$ cat config.mk
export PLATFORM = sky130hd
export DESIGN_NAME = atm_pace_sched
export DESIGN_NICKNAME = d
export VERILOG_FILES = /design/src/rtl/atm_pace_pkg.sv /design/src/rtl/aps_slot_timer.sv /design/src/rtl/aps_chan_table.sv /design/src/rtl/aps_arbiter.sv /design/src/rtl/atm_pace_sched.sv
export SDC_FILE = /design/constraint.sdc
export NUM_CORES = 1
export LEC_CHECK = 0
export ABC_AREA = 1
export BUFFER_PORTS_ARGS = -buffer_cell sky130_fd_sc_hd__buf_2
export CORE_MARGIN = 5
export CORE_UTILIZATION = 45
export CTS_CLUSTER_DIAMETER = 40
export CTS_CLUSTER_SIZE = 24
export DETAILED_ROUTE_END_ITERATION = 7
export HOLD_SLACK_MARGIN = 0.08
export SYNTH_ARGS = -nofsm -noshare
export SYNTH_HDL_FRONTEND = slang
export SYNTH_SLANG_ARGS = --single-unit
$ cat constraint.sdc
create_clock -name clk -period 14 [get_ports clk]
set_clock_uncertainty 0.1 [all_clocks]
set_input_delay 2.8 -clock clk [delete_from_list [all_inputs] [get_ports clk]]
set_output_delay 2.8 -clock clk [all_outputs]
set_load 0.05 [all_outputs]
$ cat src/rtl/atm_pace_pkg.sv
package atm_pace_pkg;

  typedef enum logic [1:0] {
    SEL_MODE   = 2'd0,
    SEL_PERIOD = 2'd1,
    SEL_TIMER  = 2'd2,
    SEL_NONE   = 2'd3
  } cfg_sel_e;

  localparam int MODE_EN_BIT  = 0;
  localparam int MODE_CBR_BIT = 1;

  typedef struct packed {
    logic en;
    logic cbr;
  } chan_mode_t;

endpackage

$ cat src/rtl/aps_slot_timer.sv
module aps_slot_timer #(
  parameter int TW = 16
) (
  input  logic          clk,
  input  logic          rst_n,
  input  logic          load,
  input  logic [TW-1:0] load_val,
  output logic          tick
);

  logic [TW-1:0] lim_q, lim_d;
  logic [TW-1:0] cnt_q, cnt_d;

  assign tick = (cnt_q >= lim_q);

  always_comb begin
    lim_d = lim_q;
    cnt_d = cnt_q;
    if (load) begin
      lim_d = load_val;
      cnt_d = '0;
    end else if (tick) begin
      cnt_d = '0;
    end else begin
      cnt_d = cnt_q + 1'b1;
    end
  end

  always_ff @(posedge clk or negedge rst_n) begin
    if (!rst_n) begin
      lim_q <= '0;
      cnt_q <= '0;
    end else begin
      cnt_q <= cnt_d;
      if (load) begin
        lim_q <= lim_d;
      end
    end
  end

endmodule

$ cat src/rtl/aps_chan_table.sv
module aps_chan_table
  import atm_pace_pkg::*;
#(
  parameter int NCH = 8,
  parameter int PW  = 16,
  parameter int IDW = (NCH > 1) ? $clog2(NCH) : 1
) (
  input  logic           clk,
  input  logic           rst_n,
  input  logic           tick,
  input  logic           wr_mode,
  input  logic           wr_period,
  input  logic [IDW-1:0] wr_chan,
  input  logic [PW-1:0]  wr_data,
  input  logic [NCH-1:0] req,
  input  logic [NCH-1:0] grant_vec,
  output logic [NCH-1:0] cbr_elig,
  output logic [NCH-1:0] ubr_elig
);

  for (genvar g = 0; g < NCH; g++) begin : g_ch
    chan_mode_t    mode_q, mode_d;
    logic [PW-1:0] per_q, per_d;
    logic [PW-1:0] cd_q, cd_d;
    logic          due_q, due_d;
    logic          hit;
    logic          due_now;
    logic [PW-1:0] reload;

    assign hit     = (wr_chan == IDW'(g)) && (wr_mode || wr_period);
    assign due_now = mode_q.en && mode_q.cbr && (due_q || (cd_q == '0));
    assign reload  = (per_q == '0) ? '0 : per_q - 1'b1;

    assign cbr_elig[g] = due_now && req[g];
    assign ubr_elig[g] = mode_q.en && !mode_q.cbr && req[g];

    always_comb begin
      mode_d = mode_q;
      per_d  = per_q;
      cd_d   = cd_q;
      due_d  = due_q;
      if (hit) begin
        if (wr_mode) begin
          mode_d.en  = wr_data[MODE_EN_BIT];
          mode_d.cbr = wr_data[MODE_CBR_BIT];
        end
        if (wr_period) begin
          per_d = wr_data;
        end
        cd_d  = '0;
        due_d = 1'b0;
      end else if (!mode_q.en || !mode_q.cbr) begin
        due_d = 1'b0;
      end else if (tick) begin
        cd_d  = (cd_q == '0) ? reload : cd_q - 1'b1;
        due_d = due_now && !grant_vec[g];
      end
    end

    always_ff @(posedge clk or negedge rst_n) begin
      if (!rst_n) begin
        mode_q <= '0;
        per_q  <= '0;
        cd_q   <= '0;
        due_q  <= 1'b0;
      end else begin
        mode_q <= mode_d;
        per_q  <= per_d;
        cd_q   <= cd_d;
        due_q  <= due_d;
      end
    end
  end

endmodule

$ cat src/rtl/aps_arbiter.sv
module aps_arbiter #(
  parameter int NCH = 8,
  parameter int IDW = (NCH > 1) ? $clog2(NCH) : 1
) (
  input  logic           clk,
  input  logic           rst_n,
  input  logic           tick,
  input  logic           rr_clear,
  input  logic [NCH-1:0] cbr_elig,
  input  logic [NCH-1:0] ubr_elig,
  output logic [NCH-1:0] grant_vec,
  output logic [IDW-1:0] grant_id,
  output logic           grant_any
);

  logic [IDW-1:0] ptr_q, ptr_d;
  logic           cbr_hit, ubr_hit;
  logic [IDW-1:0] cbr_id, ubr_id;

  always_comb begin
    cbr_hit = 1'b0;
    cbr_id  = '0;
    for (int i = NCH - 1; i >= 0; i--) begin
      if (cbr_elig[i]) begin
        cbr_hit = 1'b1;
        cbr_id  = IDW'(i);
      end
    end
  end

  always_comb begin
    int idx;
    ubr_hit = 1'b0;
    ubr_id  = '0;
    for (int k = 0; k < NCH; k++) begin
      idx = int'(ptr_q) + k;
      if (idx >= NCH) begin
        idx = idx - NCH;
      end
      if (!ubr_hit && ubr_elig[idx]) begin
        ubr_hit = 1'b1;
        ubr_id  = IDW'(idx);
      end
    end
  end

  assign grant_any = cbr_hit || ubr_hit;
  assign grant_id  = cbr_hit ? cbr_id : ubr_id;
  assign grant_vec = (tick && grant_any) ? (NCH'(1) << grant_id) : '0;

  always_comb begin
    ptr_d = ptr_q;
    if (rr_clear) begin
      ptr_d = '0;
    end else if (tick && !cbr_hit && ubr_hit) begin
      ptr_d = (int'(ubr_id) == NCH - 1) ? '0 : ubr_id + 1'b1;
    end
  end

  always_ff @(posedge clk or negedge rst_n) begin
    if (!rst_n) begin
      ptr_q <= '0;
    end else begin
      ptr_q <= ptr_d;
    end
  end

endmodule

$ cat src/rtl/atm_pace_sched.sv
module atm_pace_sched
  import atm_pace_pkg::*;
#(
  parameter int NCH = 8,
  parameter int PW  = 16,
  parameter int IDW = (NCH > 1) ? $clog2(NCH) : 1
) (
  input  logic           clk,
  input  logic           rst_n,
  input  logic           cfg_we,
  input  logic [1:0]     cfg_sel,
  input  logic [IDW-1:0] cfg_chan,
  input  logic [PW-1:0]  cfg_data,
  input  logic [NCH-1:0] chan_req,
  output logic           slot_valid,
  output logic [IDW-1:0] slot_chan,
  output logic           slot_idle
);

  logic [1:0]     rst_pipe;
  logic           rst_sync_n;
  logic           wr_mode, wr_period, wr_timer;
  logic           tick;
  logic [NCH-1:0] cbr_elig, ubr_elig, grant_vec;
  logic [IDW-1:0] grant_id;
  logic           grant_any;
  logic           valid_q, valid_d, idle_q, idle_d;
  logic [IDW-1:0] chan_q, chan_d;

  always_ff @(posedge clk or negedge rst_n) begin
    if (!rst_n) begin
      rst_pipe <= 2'b00;
    end else begin
      rst_pipe <= {rst_pipe[0], 1'b1};
    end
  end
  assign rst_sync_n = rst_pipe[1];

  assign wr_mode   = cfg_we && (cfg_sel_e'(cfg_sel) == SEL_MODE);
  assign wr_period = cfg_we && (cfg_sel_e'(cfg_sel) == SEL_PERIOD);
  assign wr_timer  = cfg_we && (cfg_sel_e'(cfg_sel) == SEL_TIMER);

  aps_slot_timer #(.TW(PW)) u_timer (
    .clk      (clk),
    .rst_n    (rst_sync_n),
    .load     (wr_timer),
    .load_val (cfg_data),
    .tick     (tick)
  );

  aps_chan_table #(.NCH(NCH), .PW(PW), .IDW(IDW)) u_table (
    .clk       (clk),
    .rst_n     (rst_sync_n),
    .tick      (tick),
    .wr_mode   (wr_mode),
    .wr_period (wr_period),
    .wr_chan   (cfg_chan),
    .wr_data   (cfg_data),
    .req       (chan_req),
    .grant_vec (grant_vec),
    .cbr_elig  (cbr_elig),
    .ubr_elig  (ubr_elig)
  );

  aps_arbiter #(.NCH(NCH), .IDW(IDW)) u_arb (
    .clk       (clk),
    .rst_n     (rst_sync_n),
    .tick      (tick),
    .rr_clear  (wr_timer),
    .cbr_elig  (cbr_elig),
    .ubr_elig  (ubr_elig),
    .grant_vec (grant_vec),
    .grant_id  (grant_id),
    .grant_any (grant_any)
  );

  always_comb begin
    valid_d = 1'b0;
    idle_d  = 1'b0;
    chan_d  = '0;
    if (tick) begin
      valid_d = grant_any;
      idle_d  = !grant_any;
      chan_d  = grant_any ? grant_id : '0;
    end
  end

  always_ff @(posedge clk or negedge rst_sync_n) begin
    if (!rst_sync_n) begin
      valid_q <= 1'b0;
      idle_q  <= 1'b0;
      chan_q  <= '0;
    end else begin
      valid_q <= valid_d;
      idle_q  <= idle_d;
      chan_q  <= chan_d;
    end
  end

  assign slot_valid = valid_q;
  assign slot_idle  = idle_q;
  assign slot_chan  = chan_q;

endmodule

# Word-level counts from Yosys, hierarchy flattened
# Cells that the tools add are included.
[op_classes] n_addsub=33 n_shift=1 n_eq_ne=18 order_cmp=17 mux=139 reduce_logical=179
[op_table] cell="two-way mux 16 bit" count=42
[op_table] cell="logical NOT 16 bit" count=16
[op_table] cell="less-than comparator 32 x 5 -> 1 bit, second input constant" count=8
[op_table] cell="two-way mux 32 bit" count=8
[op_table] cell="subtractor 16 x 1 -> 16 bit, second input constant" count=16
[op_table] cell="greater-or-equal comparator 32 x 5 -> 1 bit, second input constant" count=7
[op_table] cell="subtractor 32 x 5 -> 32 bit, second input constant" count=7
[op_table] cell="logical AND 1 bit" count=69
[op_table] cell="two-way mux 3 bit" count=22
[op_table] cell="two-way mux 1 bit" count=58
[op_table] cell="AND reduction 2 bit" count=24
[op_table] cell="logical NOT 1 bit" count=33
[op_table] cell="binary-select mux 1 bit (select 3 bit)" count=8
[op_table] cell="nonzero test 3 bit" count=8
[op_table] cell="logical OR 1 bit" count=18
[op_table] cell="nonzero test 2 bit" count=9
[op_table] cell="adder 16 x 1 -> 16 bit, second input constant" count=1
[op_table] cell="adder 3 x 3 -> 4 bit, second input constant" count=4
[op_table] cell="greater-or-equal comparator 16 bit" count=1
[op_table] cell="!= test 2 x 1 -> 1 bit, second input constant" count=8
[op_table] cell="equality test 3 bit, second input constant" count=4
[op_table] cell="adder 3 x 2 -> 4 bit, second input constant" count=2
[op_table] cell="two-way mux 8 bit" count=1
[op_table] cell="<< shifter 1 x 3 -> 8 bit, first input constant" count=1
[op_table] cell="10 further kinds" count=12
[word_totals] inputBits=32 output_inout_bits=5 ff_bits=322

# Depth between registers and ports, before layout
# Gate-level depths: netlist (run 1).
[depth] depth_word=36 depth_mapped=22 depth_no_buf=22

# By module
# A second synthesis (run 1) with hierarchy kept.
[hier_totals] hier_cells=3366 hier_area_um2=22225.1
[by_module_without_submodules] mod="aps_chan_table" cells_per_inst=2923 area_each_um2=18948.2 n_inst=1 seq_area_each_um2=7006.7
[by_module_without_submodules] mod="aps_slot_timer" cells_per_inst=219 area_each_um2=1846.8 n_inst=1 seq_area_each_um2=800.8
[by_module_without_submodules] mod="aps_arbiter" cells_per_inst=199 area_each_um2=1184.9 n_inst=1 seq_area_each_um2=75.1
[by_module_without_submodules] mod="atm_pace_sched" cells_per_inst=25 area_each_um2=245.2 n_inst=1 seq_area_each_um2=175.2

# Worst setup path after synthesis (run 1)
# No wires, ideal clock.
[synth_timing] kind="input-to-reg" from="input chan_req[0]" to="register u_arb.ptr_q[2]" t_arrival_ns=4.470 slack_ns=9.302 path_stages=17 cell_sequence="nand2_1 -> nor2_2 -> nand2_1 -> nand3_1 -> nand3_2 -> nand2_2 -> inv_2 -> nand4_4 -> nor2_1 -> a21oi_2 -> nand3_1 -> nand2_1 -> inv_1 -> ha_1 -> ha_1 -> nand3_1 -> o21ai_0"
[synth_between] elab_chain_cells=30
[synth_lines] item="start: declaration" line_no="atm_pace_sched.sv:14" text="input logic [NCH-1:0] chan_req,"
[synth_lines] item="logical AND 1 bit" line_no="aps_chan_table.sv:35" text="assign ubr_elig[g] = mode_q.en && !mode_q.cbr && req[g];"
[synth_lines] item="binary-select mux 1 bit (select 3 bit)" line_no="aps_arbiter.sv:40" text="if (!ubr_hit && ubr_elig[idx]) begin"
[synth_lines] item="two-way mux 1 bit (implied by the code) (2 in series)" line_no="aps_arbiter.sv:40"
[synth_lines] item="two-way mux 1 bit" line_no="aps_arbiter.sv:40"
[synth_lines] item="logical NOT 1 bit" line_no="aps_arbiter.sv:40"
[synth_lines] item="logical AND 1 bit" line_no="aps_arbiter.sv:40"
[synth_lines] item="two-way mux 1 bit" line_no="aps_arbiter.sv:40"
[synth_lines] item="logical NOT 1 bit" line_no="aps_arbiter.sv:40"
[synth_lines] item="(+13 left out)"
[synth_lines] item="two-way mux 1 bit" line_no="aps_arbiter.sv:40"
[synth_lines] item="logical NOT 1 bit" line_no="aps_arbiter.sv:40"
[synth_lines] item="logical AND 1 bit" line_no="aps_arbiter.sv:40"
[synth_lines] item="two-way mux 3 bit" line_no="aps_arbiter.sv:40"
[synth_lines] item="adder 3 x 1 -> 3 bit or equality test 3 x 1 -> 1 bit (tied branches)" line_no="aps_arbiter.sv:56" text="ptr_d = (int'(ubr_id) == NCH - 1) ? '0 : ubr_id + 1'b1;"
[synth_lines] item="two-way mux 3 bit" line_no="aps_arbiter.sv:56"
[synth_lines] item="two-way mux 3 bit" line_no="aps_arbiter.sv:55" text="end else if (tick && !cbr_hit && ubr_hit) begin"
[synth_lines] item="two-way mux 3 bit" line_no="aps_arbiter.sv:53" text="if (rr_clear) begin"
[synth_lines] item="end signal: assignment" line_no="aps_arbiter.sv:64" text="ptr_q <= ptr_d;"
[synth_lines] item="end: declaration" line_no="aps_arbiter.sv:16" text="logic [IDW-1:0] ptr_q, ptr_d;"
# Several ways; a longest one is shown, not always the timed one. The select of a mux whose other input is x is not followed.
# A chain may end at the register's enable or synchronous reset.

# Final worst setup path (run 1)
[layout_timing] from="input cfg_sel[1]" to="register u_table.g_ch[5].cd_q[4]"
[layout_between] elab_chain_cells=6
[layout_lines] item="start: declaration" line_no="atm_pace_sched.sv:11" text="input logic [1:0] cfg_sel,"
[layout_lines] item="equality test 2 x 1 -> 1 bit or logical NOT 2 bit (tied branches)" line_no="atm_pace_sched.sv:40, atm_pace_sched.sv:39"
[layout_lines] item="logical AND 1 bit, on equally long branches" line_no="atm_pace_sched.sv:40, atm_pace_sched.sv:39"
[layout_lines] item="logical OR 1 bit (*)" line_no="aps_chan_table.sv:30" text="assign hit = (wr_chan == IDW'(g)) && (wr_mode || wr_period);"
[layout_lines] item="logical AND 1 bit (*)" line_no="aps_chan_table.sv:30"
[layout_lines] item="!= test 2 x 1 -> 1 bit (no line) or nonzero test 2 bit (tied branches)"
[layout_lines] item="AND reduction 2 bit (no line)"
[layout_lines] item="end signal: assignment" line_no="aps_chan_table.sv:64" text="cd_q <= '0;"
[layout_lines] item="end signal: assignment" line_no="aps_chan_table.sv:69" text="cd_q <= cd_d;"
[layout_lines] item="end: declaration" line_no="aps_chan_table.sv:24" text="logic [PW-1:0] cd_q, cd_d;"
# Every way passes the cells marked *; elsewhere a longest branch is shown, timed or not.

==> run_results.csv, run 1 <==
group,metric,value,unit
run_status,outcome,"finished, final reports clean",
yosys,yosys_warnings,0,
critical_path,worstPathArrival,5.23,ns
clock_network,cts_root_buf,"clkbuf_16",
drt,viasPerCell,5.42,
timing,maxSlewViolCount,0,
clock_network,cts_tree,"built",
timing,setup_tns,0,ns
critical_path,crit_fanout,17,
drt,wl_per_cell,17.0,µm
critical_path,cp.required,14.38,ns
critical_path,timing.rr.start,"u_arb.ptr_q[0]",
timing,period_share,34.6,%
drt,routed_wl,57700,µm
drt,route.met2.wl,26800,µm
timing,finalHoldViolations,0,
power_and_ir_drop,combPwrFrac,32.5,%
timing,max-slew-margin-rel,32.8,%
yosys,synth.yosys.seq_area_share,39.9,%
timing,worst_pin_slew,1.01,ns
critical_path,path_class,"in -> reg",
critical_path,r2r_slack,10.01,ns
global_route,track_usage,23.4,%
clock_network,htreeDepth,3,
clock_network,cts.hold.buffers_added,0,
global_route,grt_pass1_vias,18300,
power_and_ir_drop,clockPowerShare,40.2,%
power_and_ir_drop,power.density,190,nW/µm²
place,dp_cells,3256,
global_route,antenna_found_initial,7,
floorplanning,die_y,222,µm
drt,firstDrtPassIters,6,
yosys,synth_top_area_share,39.9,%
floorplanning,start_util,45.6,%
yosys,synth.distinct_cells,62,
drt,met1_length,26600,µm
clock_network,post-cts-setup-buffers,0,
finish,final_cells,3385,
yosys,async_flop_share,100,%
timing,rsz0062_at_grt,"false",
yosys,postSynthNetCount,2753,
yosys,synth-edff-count,0,
yosys,ys_ff_latch,322,
clock_network,worstSkewPairLatency,0.60,ns
power_and_ir_drop,power_frac_seq,27.3,%
timing,period_minus_slack,4.85,ns
clock_network,cts_buffers,71,
finish,post-route-cell-area,23500,µm²
place,port_buffers,36,
drt,drc,0,
clock_network,cts_max_path_buffers,3,
power_and_ir_drop,power_switching,0.00167,W
drt,num_vias,18400,
min_path,hp-class,"reg -> reg",
critical_path,critical_path.startpoint,"cfg_sel[1]",
place,dpl.hpwl,40000,µm
drt,drt_iter0_markers,1425,
finish,layout-drive-gt1-share,10.4,%
floorplanning,ios,37,
yosys,synth_area_leader_cell,"dfrtp_1",
drt,topRoutingLayerUsed,"met5",
power_and_ir_drop,p_total,0.00447,W
drt,wl_met3,2850,µm
drt,ant_nets,0,
critical_path,end_kind,"flip-flop",
timing,clock.fmax,206,MHz
power_and_ir_drop,ir_drop,0.117,mV
yosys,synthFlopType,"dfrtp_1",
global_route,grt_pass1_wl,94700,µm
yosys,synth_area_leaders,"dfrtp_1 (40%), nand2_1 (9.5%), o21ai_0 (7.2%)",
place,gp_congestion,0.940,
critical_path,startpoint_type,"primary input",
timing,setup_viol,0,
power_and_ir_drop,p_int,0.00281,W
floorplanning,die_w,222,µm
power_and_ir_drop,p_leak,11.5,nW
global_route,grt_max_degree,78,
floorplanning,num_rows,77,
global_route,grt_overflow,0,
power_and_ir_drop,p_sw_share,37.3,%
finish,area_growth,16.3,%
yosys,avgSynthCellArea,7.55,µm²
yosys,synthesis.area,20200,µm²
finish,fin_nets,2814,
clock_network,clk_pin_slew_worst_paths,0.05,ns
floorplanning,die-area,49200,µm²
clock_network,clock-sinks,322,
floorplanning,coreArea,44300,µm²
min_path,hold_start,"rst_pipe[0]",
yosys,syn_inst,2676,
clock_network,post_cts_resize_count,0,
job,maxCapViolations,0,
place,place_area,20900,µm²
## layout make-up
class	count	area (µm²)
Fill cell	4255	20800
Multi-Input combinational cell	1941	10500
Sequential cell	322	8060
Clock buffer	92	2020
Inverter	359	1360
Tap cell	592	741
Clock inverter	36	544
Timing Repair Buffer	42	225
Antenna cell	1	2.50
## sequential cells by signal, summed over array words and instances (netlist names)
register,cells
u_table.g_ch.due_q,8
slot_chan,3
u_table.g_ch.mode_q,16
u_table.g_ch.per_q,128
u_arb.ptr_q,3
u_timer.lim_q,16
u_table.g_ch.cd_q,128
slot_idle,1
u_timer.cnt_q,16
rst_pipe,2
slot_valid,1
## synthesized netlist by cell type (13+ instances only)
library cell	n
nor3_1	62
o2111ai_1	13
o21ai_1	21
o22ai_1	64
nand2_2	22
a21oi_1	71
nor4_1	16
o31ai_1	13
o21ai_0	292
inv_2	17
a22oi_1	26
inv_1	336
dfrtp_1	322
nor2_1	288
nor2_2	15
xnor2_1	35
nand4_1	23
nand2_1	510
ha_1	45
clkbuf_1	43
xor2_1	105
nand3_1	181
## power groups by stage
stage / Clock, W / Sequential (W) / Combinational, W
after floorplan: 0 / 0.00120 / 0.00112
after global placement: 0 / 0.00123 / 0.00142
after detailed placement: 0 / 0.00123 / 0.00144
after CTS: 0.00183 / 0.00122 / 0.00145
after global routing: 0.00188 / 0.00124 / 0.00164
final: 0.00180 / 0.00122 / 0.00146
## per-stage QoR
step	setup WS [ns]	util [%]	hold WS [ns]
after floorplan	4.26	-	0.231
after global placement	8.68	47.2	0.236
after detailed placement	8.59	47.2	0.240
after CTS	9.19	53.0	0.252
after global routing	8.91	53.0	0.265
final	9.15	53.0	0.249
## critical path, stage by stage
cell and delay [ns]:
buf_2 0.11, nor2_1 0.22, inv_1 0.10, nor2_1 0.09, inv_1 0.08, nor2_1 0.46, inv_1 0.40, o21ai_2 0.38
inv_2 0.27, o41ai_1 0.30
## final timing paths
| check | to | depth (start not counted) |
|---|---|---|
| worst max-delay path | u_table.g_ch[5].cd_q[4] | 10 |
| worst min-delay path | rst_pipe[1] | 0 |
| worst max register to register | u_arb.ptr_q[2] | 17 |
| worst min register to register | rst_pipe[1] | 0 |
| max in group asynchronous | u_arb.ptr_q[0] | 2 |
| min in group asynchronous | u_table.g_ch[2].cd_q[15] | 0 |
## logic make-up (layout without fill, tap and decap cells)
logic type	Yosys count	in the layout	share of synthesized area, %
AO/OA/AOI/OAI	558	558	16.0
XOR/XNOR	143	143	6.31
adder cells (fa/ha/maj)	45	45	2.79
buffers and inverters	413	529	7.90
flip-flops	322	322	39.9
other	1	2	0.0186
AND/OR/NAND/NOR	1194	1194	27.1
## placed cells by master (no fill, tap or decap), drive strengths merged, types with 3 or more instances in the layout
| cell type | instances |
|---|---|
| nand2 | 539 |
| inv | 366 |
| dfrtp | 322 |
| o21ai | 317 |
| nor2 | 313 |
| nand3 | 193 |
| xor2 | 106 |
| clkbuf | 92 |
| a21oi | 75 |
| nor3 | 73 |
| o22ai | 64 |
| ha | 45 |
| buf | 42 |
| xnor2 | 37 |
| nand4 | 31 |
| a22oi | 26 |
| nor4 | 19 |
| clkinv | 14 |
| o2111ai | 13 |
| o31ai | 13 |
| bufinv | 12 |
| o211ai | 11 |
| and3 | 11 |
| a32oi | 9 |
| or2 | 9 |
| a31oi | 6 |
| o21bai | 5 |
| o32ai | 4 |
| o41ai | 3 |
| nand3b | 3 |
| clkinvlp | 3 |
| a41oi | 3 |
## per-layer routing
| layer | track usage (%) | vias up |
|---|---|---|
| li1 | - | 9088 |
| met1 | 31.5 | 8732 |
| met2 | 38.3 | 422 |
| met3 | 4.59 | 111 |
| met4 | 7.26 | 4 |
| met5 | 0 | - |
No activity file was read; power rests on OpenSTA's default activity.
==> run 2, diff against run 1 <==
- clock period: 14 -> 4.91 ns (I/O delays scaled with it)
==> run_results.csv, run 2 (synthesis gave the netlist of run 1 again) <==
group,metric,value,unit
run_status,outcome,"finished, final reports clean",
timing,period_minus_slack,3.63,ns
finish,layout.cells.most_common,"nand2_1",
clock_network,post_cts_resize_count,0,
timing,clock.fmax,275,MHz
global_route,antenna_found_initial,8,
critical_path,startpoint_type,"flip-flop",
critical_path,cp_cell_sequence,"inv_2, ha_1, inv_1, nand3_1, nand3_1, nand2_1, nand3_4, nor2_4, inv_2, a21oi_2, nand3_1, nand2_1, inv_1, ha_1, ha_1, nand3_1, o21ai_0",
finish,nFillCells,4339,
drt,viasPerCell,5.42,
critical_path,path_delay_family,"adder cells",
job,maxCapViolations,0,
power_and_ir_drop,ir_drop,0.382,mV
critical_path,cp_slowest_stage_delay,0.65,ns
power_and_ir_drop,power.density,506,nW/µm²
global_route,grt_pass1_vias,17700,
timing,finalHoldViolations,0,
critical_path,end_kind,"flip-flop",
floorplanning,die_y,222,µm
clock_network,clk_pin_slew_worst_paths,0.05,ns
drt,wl_per_cell,17.1,µm
finish,layout-drive-gt1-share,10.1,%
place,port_buffers,36,
global_route,track_usage,22.9,%
floorplanning,coreArea,44300,µm²
timing,worst_pin_slew,0.929,ns
floorplanning,die_w,222,µm
finish,top_regs,"u_table.g_ch.cd_q: 128 flops, u_table.g_ch.per_q: 128 flops",
min_path,hp-class,"reg -> async",
drt,num_vias,18300,
drt,drt_iter0_markers,1504,
finish,fin_nets,2805,
global_route,grt_max_degree,152,
global_route,grt_pass1_wl,92400,µm
floorplanning,num_rows,77,
clock_network,cts_max_path_buffers,3,
timing,max-slew-margin-rel,37.5,%
critical_path,slowest_stage,"dfrtp_1",
finish,post-route-cell-area,23000,µm²
critical_path,path_class,"reg -> reg",
place,gp_congestion,0.901,
critical_path,crit_top_cell,"nand3_1",
finish,final_cell_mix,"nand2_1 (510), inv_1 (336), dfrtp_1 (321)",
critical_path,cp.required,5.27,ns
critical_path,cp_num_buf_inv,4,
timing,period_share,74.0,%
place,place_area,21000,µm²
drt,firstDrtPassIters,6,
finish,area_growth,13.7,%
timing,maxSlewViolCount,0,
clock_network,cts_root_buf,"clkbuf_16",
clock_network,cts_tree,"built",
clock_network,worstSkewPairLatency,0.60,ns
timing,rsz0062_at_grt,"false",
global_route,grt_overflow,0,
drt,routed_wl,57500,µm
clock_network,clock-sinks,322,
power_and_ir_drop,p_leak,11.2,nW
floorplanning,ios,37,
critical_path,crit_fanout,13,
clock_network,htreeDepth,2,
drt,drc,0,
floorplanning,die-area,49200,µm²
drt,ant_nets,0,
critical_path,worstPathArrival,4.00,ns
floorplanning,start_util,45.6,%
clock_network,cts_buffers,59,
timing,setup_viol,0,
place,dpl.hpwl,40700,µm
timing,setup_tns,0,ns
-- run 2: cell count changes in the layout (fill, tap and decap cells not counted), sizes merged, moves of 2 or more --
| cell | previous run | this run |
|---|---|---|
| buf | 42 | 44 |
| bufinv | 12 | 4 |
| clkbuf | 92 | 67 |
| clkinv | 14 | 24 |
| clkinvlp | 3 | 10 |
| inv | 366 | 363 |
-- run 2: timing repair --
action	CTS	global route
endpoints found under the setup margin	0	0
setup buffers	0	0
hold buffers	1	0
hold endpoints to repair	2	0
-- run 2: per-stage QoR --
| step | power [W] | std cells | util [%] | setup WS [ns] | hold WS (ns) |
|---|---|---|---|---|---|
| after floorplan | 0.00662 | 2676 | - | 1.62 | 0.231 |
| after global placement | 0.00754 | 3258 | 47.3 | 1.39 | 0.214 |
| after detailed placement | 0.00760 | 3258 | 47.3 | 1.29 | 0.208 |
| after CTS | 0.0117 | 3368 | 51.8 | 1.29 | 0.215 |
| after global routing | 0.0125 | 3369 | 51.8 | 1.03 | 0.235 |
| final | 0.0116 | 3370 | 51.8 | 1.28 | 0.192 |
-- run 2: worst reg2reg max path: cells and delay by family (launching register included) --
family	cells	cell delay, ns
and+or+nand+nor	8	0.89
AOI/OAI and AO/OA	2	0.20
buffers and inverters	4	0.62
adders and majority gates	3	1.03
DFF	1	0.65
-- run 2: worst paths after layout --
| path | start | end | slack, ns | cells after the start |
|---|---|---|---|---|
| max | u_arb.ptr_q[0] | u_arb.ptr_q[2] | 1.28 | 17 |
| min | rst_pipe[1] | u_table.g_ch[2].cd_q[9] | 0.19 | 0 |
| max reg2reg | u_arb.ptr_q[0] | u_arb.ptr_q[2] | 1.28 | 17 |
| min reg2reg | rst_pipe[1] | u_table.g_ch[2].cd_q[9] | 0.19 | 0 |
| max in group asynchronous | rst_pipe[1] | u_table.g_ch[4].cd_q[9] | 3.27 | 1 |
| min in group clk | rst_pipe[0] | rst_pipe[1] | 0.25 | 0 |
-- run 2: cell type report --
class / instances / area (µm²) / share of cell area [%]
clock buffer: 67 / 1590 / 6.92
sequential: 322 / 8060 / 35.1
inverter: 359 / 1360 / 5.93
multi-input combinational: 1941 / 10500 / 45.9
antenna: 2 / 5.00 / 0.0218
clock inverter: 42 / 405 / 1.76
tap: 592 / 741 / 3.22
timing repair buffer: 45 / 263 / 1.14
-- run 2: per-layer routing --
layer / track usage, % / up-vias / wire length, µm
met3: 4.24 / 98 / 3640
met1: 32.2 / 8612 / 26600
met4: 7.20 / 6 / 1560
li1: - / 9052 / -
met2: 36.1 / 488 / 25700
met5: 0 / - / 34
-- run 2: report_power, final --
group	internal (W)	total (W)	switching [W]	leakage, nW
Combinational	0.00147	0.00414	0.00267	5.98
Clock	0.00252	0.00402	0.00151	0.956
Sequential	0.00303	0.00347	0.000438	4.28
==> run 3, diff against run 2 <==
- clock period: 4.91 -> 3.5 ns (I/O delays scaled with it)
==> run_results.csv, run 3 (synthesis gave the netlist of run 1 again) <==
group,metric,value,unit
critical_path,startpoint_type,"flip-flop",
floorplanning,coreArea,44300,µm²
critical_path,path_class,"reg -> reg",
drt,ant_nets,0,
timing,setup_viol,0,
timing,period_minus_slack,3.09,ns
drt,firstDrtPassIters,5,
place,dpl.hpwl,40800,µm
timing,maxSlewViolCount,0,
finish,final_cell_mix,"nand2_1 (510), inv_1 (336), dfrtp_1 (321)",
clock_network,htreeDepth,2,
power_and_ir_drop,p_total,0.0167,W
critical_path,worstPathArrival,3.48,ns
global_route,grt_overflow,0,
power_and_ir_drop,p_leak,11.4,nW
global_route,antenna_found_initial,9,
min_path,hold_start,"rst_pipe[0]",
clock_network,cts_tree,"built",
clock_network,worstSkewPairLatency,0.63,ns
floorplanning,die_y,222,µm
critical_path,critical_path.startpoint,"u_timer.cnt_q[3]",
timing,clock.fmax,324,MHz
critical_path,cp.required,3.89,ns
clock_network,cts_buffers,59,
finish,post-route-cell-area,23300,µm²
clock_network,cts_max_path_buffers,3,
floorplanning,num_rows,77,
run_status,outcome,"finished, final reports clean",
power_and_ir_drop,power.density,718,nW/µm²
drt,routed_wl,57300,µm
timing,worst_pin_slew,0.963,ns
global_route,grt_max_degree,69,
drt,num_vias,18300,
drt,viasPerCell,5.40,
finish,top_regs,"u_table.g_ch.cd_q: 128 flops, u_table.g_ch.per_q: 128 flops",
clock_network,cts_root_buf,"clkbuf_16",
job,maxCapViolations,0,
timing,setup_tns,0,ns
timing,rsz0062_at_grt,"false",
critical_path,crit_fanout,18,
drt,drt_iter0_markers,1374,
min_path,hp-class,"reg -> reg",
floorplanning,ios,37,
critical_path,end_kind,"flip-flop",
timing,finalHoldViolations,0,
finish,multi_input_area,10500,µm²
finish,area_growth,15.5,%
finish,seq_area,8060,µm²
place,port_buffers,36,
finish,final_util,52.6,%
global_route,track_usage,23.1,%
clock_network,clock-sinks,322,
finish,layout.cells.most_common,"nand2_1",
critical_path,timing.rr.start,"u_timer.cnt_q[3]",
place,place_area,21200,µm²
drt,drc,0,
drt,wl_per_cell,16.9,µm
clock_network,post-cts-setup-buffers,0,
finish,nFillCells,4326,
clock_network,clk_pin_slew_worst_paths,0.05,ns
finish,layout-drive-gt1-share,10.7,%
finish,fin_nets,2827,
timing,max-slew-margin-rel,35.2,%
place,gp_congestion,0.917,
floorplanning,start_util,45.6,%
power_and_ir_drop,ir_drop,0.594,mV
floorplanning,die-area,49200,µm²
floorplanning,die_w,222,µm
timing,period_share,88.2,%
global_route,grt_pass1_vias,17700,
global_route,grt_pass1_wl,93700,µm
==> run 3: changes by cell type in the layout (fill, tap and decap cells not counted), moves of 2 or more <==
cell and delta:
inv_8 -4, clkinvlp_4 -4, bufinv_16 +7, inv_6 +7, diode_2 +7, clkbuf_1 +4, clkinv_4 -10, clkbuf_16 -2
buf_12 +3, buf_4 +19
==> run 3: worst paths after layout <==
path,endpoint,slack (ns),cells past startpoint
worst max-delay path,u_table.g_ch[5].cd_q[4],0.41,12
worst min-delay path,rst_pipe[1],0.25,0
worst max register to register,u_table.g_ch[5].cd_q[4],0.41,12
worst min register to register,rst_pipe[1],0.25,0
max in group asynchronous,u_table.g_ch[4].per_q[13],2.12,1
min in group asynchronous,rst_pipe[1],0.30,2
==> run 3: where the power goes <==
part | switching, W | total [W] | internal [W] | leakage (nW)
registers | 0.000601 | 0.00485 | 0.00425 | 4.28
clock network | 0.00212 | 0.00609 | 0.00398 | 1.03
logic | 0.00372 | 0.00580 | 0.00209 | 6.09
total | 0.00643 | 0.0167 | 0.0103 | 11.4
==> run 3: what timing repair did <==
| item | 4_1_cts | 5_1_grt |
|---|---|---|
| resized for setup | 0 | 0 |
| endpoints found under the hold margin | 2 | 0 |
| setup endpoints to repair | 0 | 0 |
| hold buffers | 1 | 0 |
==> run 3: routing by layer <==
layer  vias to the layer above  global-route usage, %  wire length, µm
met5                         -                      0                0
met4                         0                   7.93             1630
met3                       109                   3.80             3000
met2                       427                   36.7            26200
met1                      8720                   32.3            26500
li1                       9093                      -                -
==> run 3: area by class of cell <==
class / count / share of cell area [%]
multi-input cells: 1941 / 45.2
flip-flops and latches: 322 / 34.6
clock buffers: 70 / 6.72
inverters: 359 / 5.83
well taps: 592 / 3.17
clock inverters: 41 / 2.42
repair buffers: 67 / 1.99
diodes: 9 / 0.0965
==> run 3: metrics by stage <==
step                      hold WS [ns]  setup WS, ns  std cells
after floorplan                  0.231         0.207       2676
after global placement           0.235         0.507       3280
after detailed placement         0.238         0.435       3280
after CTS                        0.250         0.418       3392
after global routing             0.263        0.0850       3397
final                            0.246         0.414       3401
==> run 3: critical path, cell delays in order (launching register included) <==
cell	delay (ns)
dfrtp_1	0.42
ha_1	0.32
nand2_1	0.07
o21ai_0	0.16
nand2_1	0.07
o211ai_1	0.08
nand2_1	0.07
nand3_1	0.09
buf_4	0.30
inv_1	0.13
o21ai_2	0.58
inv_2	0.26
o41ai_1	0.29
